**src/rtl/sbc_pkg.sv**
```systemverilog
package sbc_pkg;
    typedef enum logic [1:0] {
        ST_IDLE  = 2'd0,
        ST_WRITE = 2'd1,
        ST_READ  = 2'd2
    } sbc_state_e;
endpackage

```
**src/rtl/sbc_fsm.sv**
```systemverilog
module sbc_fsm
    import sbc_pkg::*;
#(
    parameter int AW    = 18,
    parameter int BEW   = 4,
    parameter int NCHIP = 4,
    parameter int BURST = 4
) (
    input  logic                     clk,
    input  logic                     rst_n,
    input  logic                     req_valid,
    input  logic                     req_write,
    input  logic                     req_burst,
    input  logic [$clog2(NCHIP)-1:0] req_bank,
    input  logic [AW-1:0]            req_addr,
    input  logic [BEW-1:0]           req_be,
    output logic                     req_ready,
    output logic                     beat_on,
    output logic                     beat_wr,
    output logic                     beat_first,
    output logic                     beat_last,
    output logic [AW-1:0]            cur_addr,
    output logic [$clog2(NCHIP)-1:0] cur_bank,
    output logic [BEW-1:0]           cur_be
);
    localparam int BW = $clog2(NCHIP);
    localparam int CW = (BURST > 1) ? $clog2(BURST) : 1;

    sbc_state_e      state_q, state_d;
    logic [CW-1:0]   cnt_q, len_q;
    logic [AW-1:0]   addr_q;
    logic [BW-1:0]   bank_q;
    logic [BEW-1:0]  be_q;
    logic            accept;

    // Output decode from registered state only
    always_comb begin
        beat_on    = (state_q != ST_IDLE);
        beat_wr    = (state_q == ST_WRITE);
        beat_first = beat_on && (cnt_q == '0);
        beat_last  = beat_on && (cnt_q == len_q);
        req_ready  = !beat_on || (cnt_q == len_q);
        cur_addr   = addr_q;
        cur_bank   = bank_q;
        cur_be     = be_q;
    end

    assign accept = req_valid && req_ready;

    // Next state: ACCEPT_*, CHAIN_*, DRAIN
    always_comb begin
        state_d = state_q;
        unique case (state_q)
            ST_IDLE: begin
                if (req_valid) state_d = req_write ? ST_WRITE : ST_READ;
            end
            ST_WRITE, ST_READ: begin
                if (cnt_q == len_q) begin
                    if (req_valid) state_d = req_write ? ST_WRITE : ST_READ;
                    else           state_d = ST_IDLE;
                end
            end
            default: state_d = ST_IDLE;
        endcase
    end

    always_ff @(posedge clk or negedge rst_n) begin
        if (!rst_n) begin
            state_q <= ST_IDLE;
            cnt_q   <= '0;
            len_q   <= '0;
            addr_q  <= '0;
            bank_q  <= '0;
            be_q    <= '0;
        end else begin
            state_q <= state_d;
            if (accept) begin
                addr_q <= req_addr;
                bank_q <= req_bank;
                be_q   <= req_be;
                cnt_q  <= '0;
                len_q  <= req_burst ? CW'(BURST - 1) : '0;
            end else if (beat_on) begin
                cnt_q  <= cnt_q + 1'b1;
                addr_q <= addr_q + 1'b1;
            end
        end
    end
endmodule

```
**src/rtl/sbc_decode.sv**
```systemverilog
module sbc_decode #(
    parameter int DW    = 32,
    parameter int AW    = 18,
    parameter int NCHIP = 4
) (
    input  logic                     cfg_top_is_rsel,
    input  logic                     beat_on,
    input  logic                     beat_wr,
    input  logic                     beat_first,
    input  logic [AW-1:0]            cur_addr,
    input  logic [$clog2(NCHIP)-1:0] cur_bank,
    input  logic [DW/8-1:0]          cur_be,
    input  logic [DW-1:0]            wr_data,
    output logic [AW-2:0]            sram_addr,
    output logic                     sram_top,
    output logic                     sram_adsc_n,
    output logic [NCHIP-2:0]         sram_rsel_n,
    output logic [NCHIP-1:0]         sram_wsel_n,
    output logic [DW/8-1:0]          sram_bwe_n,
    output logic [DW-1:0]            sram_dq_o,
    output logic                     sram_dq_oe,
    output logic                     wr_take,
    output logic                     rd_beat
);
    localparam int BW = $clog2(NCHIP);

    logic wr_beat;
    logic rd_last_chip;

    assign wr_beat      = beat_on && beat_wr;
    assign rd_beat      = beat_on && !beat_wr;
    assign rd_last_chip = rd_beat && (cur_bank == BW'(NCHIP - 1));

    for (genvar g = 0; g < NCHIP; g++) begin : g_wsel
        assign sram_wsel_n[g] = !(wr_beat && (cur_bank == BW'(g)));
    end

    for (genvar g = 0; g < NCHIP - 1; g++) begin : g_rsel
        assign sram_rsel_n[g] = !(rd_beat && (cur_bank == BW'(g)));
    end

    assign sram_top    = cfg_top_is_rsel ? !rd_last_chip : cur_addr[AW-1];
    assign sram_addr   = cur_addr[AW-2:0];
    assign sram_adsc_n = !beat_first;
    assign sram_bwe_n  = wr_beat ? ~cur_be : '1;
    assign sram_dq_oe  = wr_beat;
    assign sram_dq_o   = wr_beat ? wr_data : '0;
    assign wr_take     = wr_beat;
endmodule

```
**src/rtl/sbc_rd_pipe.sv**
```systemverilog
module sbc_rd_pipe #(
    parameter int DW = 32
) (
    input  logic          clk,
    input  logic          rst_n,
    input  logic          rd_beat,
    input  logic [DW-1:0] sram_dq_i,
    output logic          rd_valid,
    output logic [DW-1:0] rd_data
);
    logic stage_q;

    always_ff @(posedge clk or negedge rst_n) begin
        if (!rst_n) begin
            stage_q  <= 1'b0;
            rd_valid <= 1'b0;
            rd_data  <= '0;
        end else begin
            stage_q  <= rd_beat;
            rd_valid <= stage_q;
            if (stage_q) rd_data <= sram_dq_i;
        end
    end
endmodule

```
**src/rtl/sram_buf_ctrl.sv**
```systemverilog
module sram_buf_ctrl #(
    parameter int DW    = 32,
    parameter int AW    = 18,
    parameter int NCHIP = 4,
    parameter int BURST = 4
) (
    input  logic                     clk,
    input  logic                     rst_n,
    input  logic                     cfg_top_is_rsel,
    input  logic                     req_valid,
    output logic                     req_ready,
    input  logic                     req_write,
    input  logic                     req_burst,
    input  logic [$clog2(NCHIP)-1:0] req_bank,
    input  logic [AW-1:0]            req_addr,
    input  logic [DW/8-1:0]          req_be,
    input  logic [DW-1:0]            wr_data,
    output logic                     wr_take,
    output logic [DW-1:0]            rd_data,
    output logic                     rd_valid,
    output logic [AW-2:0]            sram_addr,
    output logic                     sram_top,
    output logic                     sram_adsc_n,
    output logic [NCHIP-2:0]         sram_rsel_n,
    output logic [NCHIP-1:0]         sram_wsel_n,
    output logic [DW/8-1:0]          sram_bwe_n,
    output logic [DW-1:0]            sram_dq_o,
    input  logic [DW-1:0]            sram_dq_i,
    output logic                     sram_dq_oe
);
    localparam int BEW = DW / 8;
    localparam int BW  = $clog2(NCHIP);

    logic            beat_on, beat_wr, beat_first, beat_last, rd_beat;
    logic [AW-1:0]   cur_addr;
    logic [BW-1:0]   cur_bank;
    logic [BEW-1:0]  cur_be;

    sbc_fsm #(.AW(AW), .BEW(BEW), .NCHIP(NCHIP), .BURST(BURST)) u_fsm (
        .clk        (clk),
        .rst_n      (rst_n),
        .req_valid  (req_valid),
        .req_write  (req_write),
        .req_burst  (req_burst),
        .req_bank   (req_bank),
        .req_addr   (req_addr),
        .req_be     (req_be),
        .req_ready  (req_ready),
        .beat_on    (beat_on),
        .beat_wr    (beat_wr),
        .beat_first (beat_first),
        .beat_last  (beat_last),
        .cur_addr   (cur_addr),
        .cur_bank   (cur_bank),
        .cur_be     (cur_be)
    );

    sbc_decode #(.DW(DW), .AW(AW), .NCHIP(NCHIP)) u_decode (
        .cfg_top_is_rsel (cfg_top_is_rsel),
        .beat_on         (beat_on),
        .beat_wr         (beat_wr),
        .beat_first      (beat_first),
        .cur_addr        (cur_addr),
        .cur_bank        (cur_bank),
        .cur_be          (cur_be),
        .wr_data         (wr_data),
        .sram_addr       (sram_addr),
        .sram_top        (sram_top),
        .sram_adsc_n     (sram_adsc_n),
        .sram_rsel_n     (sram_rsel_n),
        .sram_wsel_n     (sram_wsel_n),
        .sram_bwe_n      (sram_bwe_n),
        .sram_dq_o       (sram_dq_o),
        .sram_dq_oe      (sram_dq_oe),
        .wr_take         (wr_take),
        .rd_beat         (rd_beat)
    );

    sbc_rd_pipe #(.DW(DW)) u_rd_pipe (
        .clk       (clk),
        .rst_n     (rst_n),
        .rd_beat   (rd_beat),
        .sram_dq_i (sram_dq_i),
        .rd_valid  (rd_valid),
        .rd_data   (rd_data)
    );
endmodule

```
**config.mk**
```make
export PLATFORM = sky130hd
export DESIGN_NAME = sram_buf_ctrl
export DESIGN_NICKNAME = d
export VERILOG_FILES = /design/src/rtl/sbc_pkg.sv /design/src/rtl/sbc_fsm.sv /design/src/rtl/sbc_decode.sv /design/src/rtl/sbc_rd_pipe.sv /design/src/rtl/sram_buf_ctrl.sv
export SDC_FILE = /design/constraint.sdc
export NUM_CORES = 1
export LEC_CHECK = 0
export BUFFER_PORTS_ARGS = -buffer_cell sky130_fd_sc_hd__buf_2
export CORE_AREA = 5 5 94 96
export DETAILED_ROUTE_END_ITERATION = 10
export DIE_AREA = 0 0 99 101
export PLACE_DENSITY = 0.83
export SLEW_MARGIN = 20
export SYNTH_ARGS = -nofsm -noshare
export SYNTH_HDL_FRONTEND = slang
export SYNTH_SLANG_ARGS = --single-unit
```
**constraint.sdc**
```tcl
create_clock -name clk -period 1.85 [get_ports clk]
set_input_delay 0.0925 -clock clk [delete_from_list [all_inputs] [get_ports clk]]
set_output_delay 0.0925 -clock clk [all_outputs]
set_load 0.05 [all_outputs]
```
# ---- Word level (Yosys, flattened, before mapping)
# Cells that the tools add are included.
dict set report word_totals {
  inputBits 94
  output_inout_bits 98
  word_cells 64
  reg_bits 64
}
dict set report op_classes {
  n_mux 13
  add_sub_neg 2
  eq_ne 8
  bitwise 1
  n_reduce_logical 31
}
# operator count
set op_table {}
lappend op_table {{$mux W18} 2}
lappend op_table {{$mux W32} 1}
lappend op_table {{$add A18 B1 Y18 const B} 1}
lappend op_table {{$mux W2} 7}
lappend op_table {{$logic_and A1 B1 Y1} 12}
lappend op_table {{$logic_not A1 Y1} 11}
lappend op_table {{$eq A2 B2 Y1 const B} 3}
lappend op_table {{$logic_not A2 Y1} 3}
lappend op_table {{$eq A2 B1 Y1 const B} 2}
lappend op_table {{$mux W4} 1}
lappend op_table {{$not A4 Y4} 1}
lappend op_table {{$pmux W2 S2} 1}
lappend op_table {{$reduce_bool A2 Y1} 2}
lappend op_table {{$add A2 B1 Y2 const B} 1}
lappend op_table {{$eq A2 B2 Y1} 1}
lappend op_table {{$ne A2 B1 Y1 const B} 1}
lappend op_table {{$ne A2 B2 Y1 const B} 1}
lappend op_table {{$reduce_and A2 Y1} 1}
lappend op_table {{$reduce_or A2 Y1} 1}
lappend op_table {{$logic_or A1 B1 Y1} 1}
lappend op_table {{$mux W1} 1}

# ---- Longest topological paths before layout
# Gate-level depths: netlist of run 1.
dict set report logic_depth {
  word_depth 6
  ltp_mapped 9
  mapped_depth_nobuf 6
}

# ---- Modules after synthesis
# From an unflattened synthesis of run 1, not the netlist that was laid out.
dict set report hier_totals {
  cells_unflattened 344
  area_unflattened_um2 3598.5
}
# module seq_area_each_um2 cells_each instances area_each_um2
set modules_own_cells {}
lappend modules_own_cells {sbc_fsm 725.7 198 1 1740.4}
lappend modules_own_cells {sbc_rd_pipe 850.8 70 1 1395.1}
lappend modules_own_cells {sbc_decode 0.0 76 1 462.9}

# ---- Worst setup path before layout of run 1
# OpenSTA, ideal clock, no wires.
dict set report synth_path {
  kind {reg2out}
  start {register u_fsm.state_q[1]}
  end {output sram_top}
  required_time_ns 1.757
  n_path_buf 0
  t_arrival_ns 2.095
  stages_incl_launch_ff 5
  path_slack_ns -0.338
  cell_sequence {dfrtp_1 inv_1 ha_1 nor2_1 a41oi_1}
}
dict set report synth_via {
  elab_chain_cells 6
}
# item line_no
set synth_rtl {}
lappend synth_rtl {{from (decl)} sbc_fsm.sv:29} ;# sbc_state_e state_q, state_d;
lappend synth_rtl {{from (signal assigned)} sbc_fsm.sv:76} ;# state_q <= state_d;
lappend synth_rtl {{$eq A2 B1 Y1} sbc_fsm.sv:39} ;# beat_wr = (state_q == ST_WRITE);
lappend synth_rtl {{$logic_not A1 Y1} sbc_decode.sv:31} ;# assign rd_beat = beat_on && !beat_wr;
lappend synth_rtl {{$logic_and A1 B1 Y1 *} sbc_decode.sv:31}
lappend synth_rtl {{via rd_beat} sram_buf_ctrl.sv:34} ;# logic beat_on, beat_wr, beat_first, beat_last, rd_beat;
lappend synth_rtl {{$logic_and A1 B1 Y1 *} sbc_decode.sv:32} ;# assign rd_last_chip = rd_beat && (cur_bank == BW'(NCHIP - 1));
lappend synth_rtl {{$logic_not A1 Y1 *} sbc_decode.sv:42} ;# assign sram_top = cfg_top_is_rsel ? !rd_last_chip : cur_addr[AW-1];
lappend synth_rtl {{$mux W1 *} sbc_decode.sv:42}
lappend synth_rtl {{to (decl)} sram_buf_ctrl.sv:22} ;# output logic sram_top,
# Mark *: on every way through the listed nets, which the timed path passes. The rest lies on a longest branch.

# ---- Worst setup path after layout of run 1
dict set report layout_path {
  start {register u_fsm.state_q[1]}
  end {output sram_dq_o[2]}
}
dict set report layout_via {
  elab_chain_cells 3
}
# item line_no
set layout_rtl {}
lappend layout_rtl {{$eq A2 B1 Y1 / $reduce_bool A2 Y1 (equally long branches)} {sbc_fsm.sv:39, sbc_fsm.sv:38}}
lappend layout_rtl {{$logic_and A1 B1 Y1 *} sbc_decode.sv:30} ;# assign wr_beat = beat_on && beat_wr;
lappend layout_rtl {{$mux W32 *} sbc_decode.sv:47} ;# assign sram_dq_o = wr_beat ? wr_data : '0;
lappend layout_rtl {{to (decl)} sram_buf_ctrl.sv:27} ;# output logic [DW-1:0] sram_dq_o,
# Every way passes the cells marked *; elsewhere a longest branch is shown, timed or not.

==> results.tsv, run 1 <==
stage	metric	value	unit
synthesis	synthesis.instances	325	
pwr	p_leak	2.49	nW
sta	worst_pin_slew	0.472	ns
placed_design	globalplace.congestion	0.848	
cells_and_area	multiInputGateArea	0.00159	mm2
setup_path	worstPathArrival	1.70	ns
grt	grt_pass1_vias	3256	
setup_path	critPathLaunch	u_fsm.state_q[1]$_DFFE_PN0P_	
routing	routed_wl	11100	um
synthesis	synth-seq-cells	63	
sta	final.min_clock_period	1.79	ns
synthesis	synth.avg_cell_area	10.5	um2
cells_and_area	final_design_area_no_fill	0.00516	mm2
routing	dr_total_vias	3361	
floorplan	core	0.00797	mm2
synthesis	yosysWarnings	0	
setup_path	crit_path_end	sram_dq_o[2]	
sta	finClkSkew	0.00925	ns
clocking	htreeDepth	3	
clocking	cts-root-buf	clkbuf_8	
clocking	tritoncts.num_buffers	9	
setup_path	reg2reg_slack	0.11	ns
setup_path	path_depth	5	
grt	grt_remaining_overflow	0	
pwr	powerDensity	2040	mW/mm2
cells_and_area	seq_area	0.00158	mm2
floorplan	die_w	99	um
placed_design	dp_hpwl	7550	um
sta	drv_slew	0	
synthesis	syn_nets	424	
pwr	irDropWorstVdd	0.919	mV
cells_and_area	fillers	578	
status	outcome	completed	
floorplan	io_pins	192	
clocking	clk_path_buf_depth	2	
cells_and_area	area_growth_syn_to_layout	51.2	%
synthesis	synth_flop_cell	dfrtp_1	
sta	fmax	0.558	GHz
pwr	power	10.5	mW
routing	postRouteAntennaNets	0	
clocking	cts_tree	yes	
placed_design	dpl_cell_area	0.00437	mm2
setup_path	start_kind	flop	
clocking	cts_sinks	63	
floorplan	start_util	0.428	
routing	viasPerCell	5.12	
setup_path	cpPeakStageDelay	0.40	ns
floorplan	die_h	101	um
setup_path	r2r_end	u_fsm.cur_addr[12]$_DFFE_PN0P_	
sta	slew_headroom	0.686	
synthesis	synth-edff-count	0	
sta	rsz0062_at_grt	true	
setup_path	path_max_fanout	41	
grt	antenna_found_initial	1	
setup_path	reg2reg_depth	6	
setup_path	crit_chain	inv_1, ha_2, buf_12, and2_1, clkbuf_4	
setup_path	path_class	reg -> out	
setup_path	r2r-start	u_fsm.state_q[0]$_DFFE_PN0P_	
clocking	insertion_delay	0.33	ns
routing	drc_errors	0	
sta	hold_viol	0	
routing	drt_first_pass_iters	5	
routing	drt-wirelength-per-cell	16.9	um
sta	setup_viol	0	
placed_design	portBuffers	191	
clocking	clkTransAtPathRegs	0.07	ns
min_path	min_path_type	in -> reg	
setup_path	cp.required	1.76	ns
grt	gr-usage-all-layers	0.211	
flow_run	drv_cap	0	
setup_path	cp-end-kind	primary output	
synthesis	async_flop_share	1.00	
sta	hold_ws	0.0225	ns
grt	grt_max_degree	64	
floorplan	fp-row-count	33	
cells_and_area	nets	647	
cells_and_area	num_antenna_cells	0	
synthesis	synth_area	0.00341	mm2
routing	first_iter_violations	182	
synthesis	ys_types	46	
synthesis	yosysSeqAreaShare	0.462	
setup_path	cp_slowest_cell	dfrtp_1	
clocking	post_cts_buffers	0	
sta	post-route-period-util	0.969	
setup_path	crit_family	buffers and inverters	
setup_path	worst-path-buf-inv	3	
grt	grt_pass1_wl	16800	um
floorplan	dieArea	0.0100	mm2
cells_and_area	drive_gt1_frac	0.462	
-- through the flow --
step	std cells	setup WS (ns)	utilization	setup TNS, ns
floorplan	325	0.0735	-	0
global placement	594	0.0933	0.548	0
detailed placement	594	0.0340	0.548	0
CTS	657	0.00686	0.635	0
global route	657	-0.0606	0.648	-0.857
finish	657	0.0575	0.648	0
-- state kept, by name (all words and copies together) (netlist names) --
| signal | flops |
|---|---|
| u_rd_pipe.rd_data | 32 |
| u_rd_pipe.stage_q | 1 |
| u_fsm.cur_bank | 2 |
| u_fsm.len_q | 1 |
| u_fsm.cnt_q | 2 |
| u_fsm.cur_addr | 18 |
| u_fsm.cur_be | 4 |
| u_fsm.state_q | 2 |
| u_rd_pipe.rd_valid | 1 |
-- worst register-to-register path: cells and delay by family (launching register included) --
| kind | cells | cell delay [ns] |
|---|---|---|
| adder cells (fa/ha/maj) | 1 | 0.20 |
| AND/OR/NAND/NOR | 1 | 0.35 |
| AO/OA/AOI/OAI | 2 | 0.44 |
| buffers and inverters | 2 | 0.26 |
| flip-flops | 1 | 0.38 |
-- cells in the mapped netlist (2+ instances only) --
cell type  number  area (um2)
nand3_1        10        50.1
nand4_1         4        25.0
nor3_1          6        30.0
a21o_1          5        37.5
and4_1          4        35.0
nand4b_1        2        17.5
and2_1         34         213
nor4_1          2        12.5
clkbuf_1        6        22.5
a211oi_1        2        15.0
mux2i_1         3        30.0
a31oi_1         3        18.8
a221o_1         7        70.1
nor2b_1         2        12.5
dfrtp_1        63        1580
o2bb2ai_1       2        17.5
nand2_1        42         158
ha_1            5        62.6
mux2_1         10         113
buf_2          10        50.1
and3_1          5        31.3
nor4_2          6        75.1
inv_1           6        22.5
o22ai_1         2        12.5
nand3b_1        2        15.0
mux2_2         24         270
o21ai_1         2        10.0
xor2_1          2        17.5
a21oi_1         6        30.0
o211ai_1        2        15.0
buf_6           4        45.0
o21ai_0         2        10.0
nor2_1         10        37.5
buf_4          18         135
-- cells by family after synthesis --
family | Yosys count | synth area share
AND/OR/NAND/NOR | 132 | 0.217
flip-flops | 63 | 0.462
buffers and inverters | 45 | 0.0817
AO/OA/AOI/OAI | 41 | 0.0953
multiplexers | 37 | 0.121
adder cells (fa/ha/maj) | 5 | 0.0183
XOR/XNOR | 2 | 0.00513
-- worst min path at each step --
stage | cells past startpoint | to | from
after detailed placement | 2 | u_rd_pipe.rd_data[7]$_DFFE_PN0P_ | rst_n
after global placement | 2 | u_rd_pipe.rd_data[10]$_DFFE_PN0P_ | rst_n
after CTS | 3 | u_fsm.cur_addr[16]$_DFFE_PN0P_ | req_addr[16]
final | 2 | u_rd_pipe.rd_data[14]$_DFFE_PN0P_ | sram_dq_i[14]
after global routing | 2 | u_rd_pipe.rd_data[14]$_DFFE_PN0P_ | sram_dq_i[14]
after floorplan | 0 | u_fsm.cnt_q[0]$_DFFE_PN0P_ | rst_n
-- metal layers --
metal  routed length (um)  global-route usage
met5                   13                   0
met4                  226              0.0809
met3                  918              0.0540
met2                 5630               0.346
met1                 4320               0.268
-- where the power goes --
part	internal (mW)	total, mW	leakage [nW]	switching, mW
sequential	2.08	2.66	0.750	0.579
clock	0.686	1.16	0.0985	0.477
combinational	1.98	6.69	1.65	4.71
-- placed cells by master (no fill, tap or decap), types with 3 or more instances in the layout --
cell / count
mux2_2: 24
ha_1: 3
nor2_1: 9
dlygate4sd3_1: 48
and3_1: 5
a21o_1: 5
clkbuf_4: 22
nor4_2: 6
and2_1: 34
buf_4: 23
a221o_1: 7
inv_1: 6
mux2_1: 10
clkbuf_8: 11
a31oi_1: 3
dfrtp_1: 63
and4_1: 4
nand4_1: 4
a21oi_1: 6
mux2i_1: 3
nor3_1: 6
nand3_1: 10
nand2_1: 42
buf_2: 156
-- timing repair --
item / 4_1_cts / 5_1_grt
setup endpoints to repair: 38 / 43
hold endpoints to repair: 110 / 0
hold buffers: 48 / 0
gates resized for setup: 5 / 47
-- area by class of cell --
class	instances	share of cell area
well taps	105	0.0255
clock buffers	12	0.0301
clock inverters	3	0.00824
inverters	6	0.00436
repair buffers	251	0.318
flip-flops and latches	63	0.305
multi-input cells	217	0.309
(Power assumes the default switching activity.)
==> run 2: changes to the inputs <==
REMOVE_ABC_BUFFERS = 1   (was not set)
==> run 2 against run 1 <==
Die area stayed put. Global-route usage down 0.23 points. Critical path depth grew 1. Register-to-register slack hardly changed. Setup slack better by 0.048 ns. Maximum frequency rose by 2.7%. Largest cell class unchanged. Highest routed layer unchanged.
==> results.tsv, run 2 (synthesized netlist as in run 1, its figures left out) <==
stage	metric	value	unit	change
floorplan	die_w	99	um	unchanged
sta	worst_pin_slew	0.557	ns	+0.0857 ns
routing	postRouteAntennaNets	0		unchanged
grt	grt_max_degree	42		-34%
setup_path	reg2reg_depth	5		-1
setup_path	reg2reg_slack	0.11	ns	about the same
routing	drt_first_pass_iters	4		-1
routing	drc_errors	0		unchanged
setup_path	cp.required	1.76	ns	about the same
clocking	insertion_delay	0.34	ns	about the same
pwr	powerDensity	2060	mW/mm2	+1.1%
grt	grt_use_met1	0.222		-0.0458
grt	grt_pass1_wl	16600	um	-1.3%
setup_path	critPathLaunch	u_fsm.state_q[0]$_DFFE_PN0P_		
setup_path	path_max_fanout	8		-80%
placed_design	portBuffers	191		unchanged
sta	finClkSkew	0.0120	ns	+0.00271 ns
sta	rsz0062_at_grt	true		
clocking	clkTransAtPathRegs	0.07	ns	about the same
floorplan	die_h	101	um	unchanged
clocking	htreeDepth	3		unchanged
sta	hold_viol	0		unchanged
cells_and_area	final_common_cell	buf_2		
routing	viasPerCell	5.08		-0.73%
setup_path	crit_chain	inv_1, ha_4, buf_4, clkinvlp_4, nand2_1, buf_6		
routing	routed_wl	10900	um	-2.2%
routing	first_iter_violations	144		-21%
placed_design	dp_hpwl	7720	um	+2.3%
grt	grt_pass1_vias	3443		+5.7%
sta	drv_slew	0		unchanged
sta	setup_ws	0.105	ns	+0.0476 ns
min_path	min_path_type	in -> reg		
sta	hold_ws	0.0114	ns	-0.0112 ns
placed_design	post-place-ws	-0.0253	ns	-0.0593 ns
sta	final.min_clock_period	1.74	ns	-0.0476 ns
grt	antenna_found_initial	1		unchanged
setup_path	worstPathArrival	1.65	ns	-0.05 ns
cells_and_area	area_growth_syn_to_layout	54.7	%	
setup_path	start_kind	flop		
setup_path	cpPeakStageDelay	0.40	ns	about the same
clocking	cts_sinks	63		unchanged
cells_and_area	num_antenna_cells	0		unchanged
sta	slew_headroom	0.628		-0.0571
cells_and_area	largest-register	u_rd_pipe.rd_data		
status	outcome	completed		
placed_design	globalplace.congestion	0.857		+0.99%
grt	met3_usage	0.0547		+0.000692
clocking	tritoncts.num_buffers	9		unchanged
cells_and_area	layout_common_cells	buf_2, dfrtp_1, dlygate4sd3_1		
setup_path	path_class	reg -> out		
grt	grt-busiest-layer	met2		
grt	grtUsageMet2	0.388		+0.0424
clocking	cts_tree	yes		
floorplan	io_pins	192		unchanged
setup_path	r2r_end	u_fsm.cur_addr[12]$_DFFE_PN0P_		
sta	post-route-period-util	0.943		-0.0257
grt	grt_remaining_overflow	0		unchanged
routing	drt-wirelength-per-cell	16.3	um	-3.5%
floorplan	fp-row-count	33		unchanged
pwr	p_leak	2.55	nW	+2.0%
setup_path	cp-end-kind	primary output		
cells_and_area	nets	655		+1.2%
pwr	irDropWorstVdd	1.15	mV	+26%
routing	dr_total_vias	3382		+0.62%
cells_and_area	drive_gt1_frac	0.472		+0.0104
setup_path	crit_path_end	sram_adsc_n		
setup_path	cp_slowest_cell	dfrtp_1		
floorplan	core	0.00797	mm2	unchanged
sta	setup_viol	0		unchanged
setup_path	r2r-start	u_fsm.cur_addr[1]$_DFFE_PN0P_		
grt	gr-usage-all-layers	0.208		-0.00232
floorplan	dieArea	0.0100	mm2	unchanged
flow_run	drv_cap	0		unchanged
cells_and_area	largest_reg_flops	32		unchanged
sta	fmax	0.573	GHz	+2.7%
floorplan	start_util	0.428		unchanged
clocking	cts-root-buf	clkbuf_8		
clocking	clk_path_buf_depth	2		unchanged
## run 2: changes by cell type in the layout (fill, tap and decap cells not counted), moves of 2 or more
cell,previous run,this run
buf_4,23,33
clkbuf_4,22,12
dlygate4sd3_1,48,52
buf_6,0,3
clkinvlp_4,1,3
## run 2: worst min-delay path by stage
stage | from | to | cells after the start
global route | req_write | u_fsm.state_q[0]$_DFFE_PN0P_ | 3
CTS | req_write | u_fsm.state_q[0]$_DFFE_PN0P_ | 3
global placement | rst_n | u_rd_pipe.rd_data[14]$_DFFE_PN0P_ | 1
detailed placement | rst_n | u_rd_pipe.rd_data[3]$_DFFE_PN0P_ | 1
finish | req_write | u_fsm.state_q[0]$_DFFE_PN0P_ | 3
floorplan | rst_n | u_fsm.cnt_q[0]$_DFFE_PN0P_ | 0
## run 2: final cells by class
cell class	count	area [um2]
clock inverters	6	92.6
inverters	6	26.3
clock buffers	10	138
flip-flops and latches	63	1580
well taps	105	131
repair buffers	259	1720
multi-input cells	217	1600
fillers	625	2690
## run 2: power by group
group	leakage, nW	total (mW)	internal, mW	switching [mW]
clock network	0.109	1.36	0.801	0.561
registers	0.750	2.68	2.08	0.602
logic	1.69	6.83	2.10	4.73
total	2.55	10.9	4.98	5.89
## run 2: what timing repair did
item	4_1_cts	5_1_grt
resized for setup	3	66
endpoints found under the hold margin	74	0
hold buffers	52	0
pin swaps	0	0
setup endpoints to repair	39	42
setup buffers	0	2
## run 2: through the flow
stage / setup TNS, ns / utilization / instance area [um2] / std cells / power [mW]
5_1_grt: -0.0325 / 0.663 / 5280 / 666 / 11.4
6_report: 0 / 0.663 / 5280 / 666 / 10.9
3_3_place_gp: 0 / 0.548 / 4360 / 596 / 8.97
4_1_cts: 0 / 0.643 / 5120 / 664 / 10.7
2_1_floorplan: -28.64 / - / 3160 / 286 / 7.33
3_5_place_dp: -0.0253 / 0.548 / 4360 / 596 / 9.14
## run 2: per-layer routing
| metal | vias to the layer above | routed length [um] |
|---|---|---|
| met4 | 2 | 268 |
| met5 | - | 19 |
| met3 | 30 | 832 |
| li1 | 1588 | - |
| met1 | 1607 | 4050 |
| met2 | 155 | 5700 |
## run 2: critical path, delay by kind of cell, from the launching register on
family | cells | cell delay, ns
flops | 1 | 0.40
fa+ha+maj | 1 | 0.21
simple gates | 1 | 0.11
buf+inv | 4 | 0.57
==> run 3: changes to the inputs <==
CELL_PAD_IN_SITES_DETAIL_PLACEMENT = 2   (was not set)
CELL_PAD_IN_SITES_GLOBAL_PLACEMENT = 2   (was not set)
CORE_AREA = 5 5 123 125   (was 5 5 94 96)
DIE_AREA = 0 0 128 130   (was 0 0 99 101)
==> run 3 against run 2 <==
Core utilization decreased by 28 points. Wire length increased by 30%. Global-route usage decreased by 4.3 points. Critical path depth decreased by 1. Clock-buffer cell count unchanged. Register-to-register slack about the same. Clock skew decreased by 0.0062 ns. Total power increased by 4.0%. Critical path type unchanged.
==> results.tsv, run 3 (synthesized netlist as in run 1, its figures left out) <==
stage	metric	value	unit	change
sta	post-route-period-util	0.960		+0.0165
grt	antenna_found_initial	1		unchanged
sta	drv_slew	0		unchanged
min_path	hold_path_end	u_rd_pipe.rd_data[12]$_DFFE_PN0P_		
grt	grt_remaining_overflow	0		unchanged
routing	routed.top_layer	met4		
floorplan	die_w	128	um	+29%
routing	postRouteAntennaNets	0		unchanged
clocking	insertion_delay	0.33	ns	about the same
placed_design	globalplace.congestion	0.812		-5.2%
pwr	power	11.3	mW	+4.0%
clocking	clk_path_buf_depth	2		unchanged
cells_and_area	largest_reg_flops	32		unchanged
clocking	tritoncts.num_buffers	9		unchanged
placed_design	dp_hpwl	10200	um	+32%
placed_design	portBuffers	191		unchanged
routing	dr_total_vias	3427		+1.3%
floorplan	die_h	130	um	+29%
setup_path	reg2reg_depth	5		unchanged
floorplan	io_pins	192		unchanged
setup_path	cp.required	1.76	ns	about the same
cells_and_area	area_growth_syn_to_layout	54.9	%	
routing	first_iter_violations	81		-44%
floorplan	dieArea	0.0166	mm2	+66%
sta	finClkSkew	0.00577	ns	-0.00619 ns
sta	setup_tns	0	ns	unchanged
routing	wl_met2	7600	um	+33%
pwr	p_leak	2.53	nW	-0.59%
cells_and_area	drive_gt1_frac	0.477		+0.00494
grt	grt_pass1_vias	3869		+12%
grt	grt_max_degree	64		+52%
sta	fmax	0.563	GHz	-1.7%
min_path	hold-path-cell-count	2		-1
flow_run	drv_cap	0		unchanged
clocking	clkTransAtPathRegs	0.06	ns	about the same
routing	viasPerCell	4.68		-7.8%
min_path	min_path_type	in -> reg		
sta	worst_pin_slew	0.433	ns	-0.124 ns
setup_path	path_max_fanout	42		+34
cells_and_area	largest-register	u_rd_pipe.rd_data		
status	outcome	completed		
setup_path	r2r-start	u_fsm.state_q[0]$_DFFE_PN0P_		
floorplan	fp-row-count	43		+30%
cells_and_area	post-route-util	0.384		-0.279
clocking	cts-root-buf	clkbuf_16		
pwr	irDropWorstVdd	0.691	mV	-40%
cells_and_area	final_common_cell	buf_2		
floorplan	start_util	0.248		-0.181
setup_path	cp-end-kind	primary output		
setup_path	reg2reg_slack	0.12	ns	about the same
floorplan	core	0.0138	mm2	+73%
routing	wl_met3	1020	um	+22%
min_path	worstHoldStart	sram_dq_i[12]		
routing	drc_errors	0		unchanged
cells_and_area	layout_common_cells	buf_2, dfrtp_1, nand2_1		
sta	hold_viol	0		unchanged
sta	hold_ws	0.00177	ns	-0.00958 ns
setup_path	worstPathArrival	1.68	ns	+0.03 ns
sta	slew_headroom	0.711		+0.0827
sta	final.min_clock_period	1.78	ns	+0.0305 ns
pwr	powerDensity	2140	mW/mm2	+3.9%
cells_and_area	nets	645		-1.5%
grt	grt_pass1_wl	21300	um	+28%
routing	routed_wl	14100	um	+30%
routing	drt-met1-wl	5230	um	+29%
clocking	cts_tree	yes		
setup_path	start_kind	flop		
grt	gr-usage-all-layers	0.165		-0.0434
routing	drt_first_pass_iters	4		unchanged
setup_path	path_class	reg -> out		
clocking	cts_sinks	63		unchanged
sta	setup_viol	0		unchanged
setup_path	r2r_end	u_fsm.cur_addr[13]$_DFFE_PN0P_		
routing	drt-wirelength-per-cell	19.3	um	+18%
clocking	htreeDepth	3		unchanged
[run 3: cell types whose count changed in the layout (fill, tap and decap cells not counted), moves of 2 or more]
cell           previous run  this run
buf_2                   157       165
buf_4                    33        19
buf_6                     3         1
clkbuf_16                 0         9
clkbuf_4                 12        21
clkbuf_8                 10         0
clkinv_2                  0         3
clkinvlp_4                3         1
dlygate4sd3_1            52        40
[run 3: layer usage]
metal,up-vias,global-route usage
met2,141,0.318
met5,-,0
met4,0,0.0705
met3,17,0.0344
met1,1700,0.173
li1,1569,-
[run 3: power breakdown]
group          internal (mW)  leakage, nW  switching (mW)  total (mW)
registers               2.08        0.750           0.625        2.71
logic                   2.01         1.64            4.89        6.89
clock network           1.04        0.142           0.666        1.71
[run 3: worst max path at each step]
stage | startpoint | end | slack [ns] | cells past startpoint
global route | u_fsm.state_q[0]$_DFFE_PN0P_ | sram_top | -0.01 | 6
CTS | u_fsm.state_q[1]$_DFFE_PN0P_ | sram_dq_o[4] | 0.005 | 5
finish | u_fsm.state_q[1]$_DFFE_PN0P_ | sram_dq_o[11] | 0.07 | 5
global placement | u_fsm.state_q[0]$_DFFE_PN0P_ | u_fsm.cur_addr[13]$_DFFE_PN0P_ | 0.08 | 5
floorplan | u_fsm.state_q[1]$_DFFE_PN0P_ | sram_top | -1.16 | 4
detailed placement | u_fsm.state_q[0]$_DFFE_PN0P_ | u_fsm.cur_addr[13]$_DFFE_PN0P_ | -0.08 | 5
[run 3: through the flow]
stage	instances	setup slack (ns)	instance area (um2)
floorplan	286	-1.16	3160
global placement	673	0.0831	4470
detailed placement	673	-0.0833	4470
CTS	729	0.00457	5190
global route	732	-0.00957	5290
finish	732	0.0746	5290
[run 3: cell type report]
class / instances / area (um2)
tap: 180 / 225
multi-input combinational: 218 / 1600
timing repair buffer: 248 / 1570
inverter: 6 / 22.5
sequential: 63 / 1580
clock buffer: 10 / 229
clock inverter: 6 / 61.3
antenna: 1 / 2.50
fill: 1509 / 8490
[run 3: what timing repair did]
action                                  CTS  global route
hold endpoints to repair                102             0
setup buffers                             0             1
pin swaps                                 0             1
hold buffers                             40             0
gates resized for setup                   9            27
cloned                                    0             1
endpoints found under the setup margin   54            35
[run 3: critical path, cell delays in order, from the launching register on]
cell	delay, ns
dfrtp_1	0.40
inv_1	0.12
ha_2	0.22
buf_8	0.20
and2_1	0.15
buf_2	0.26
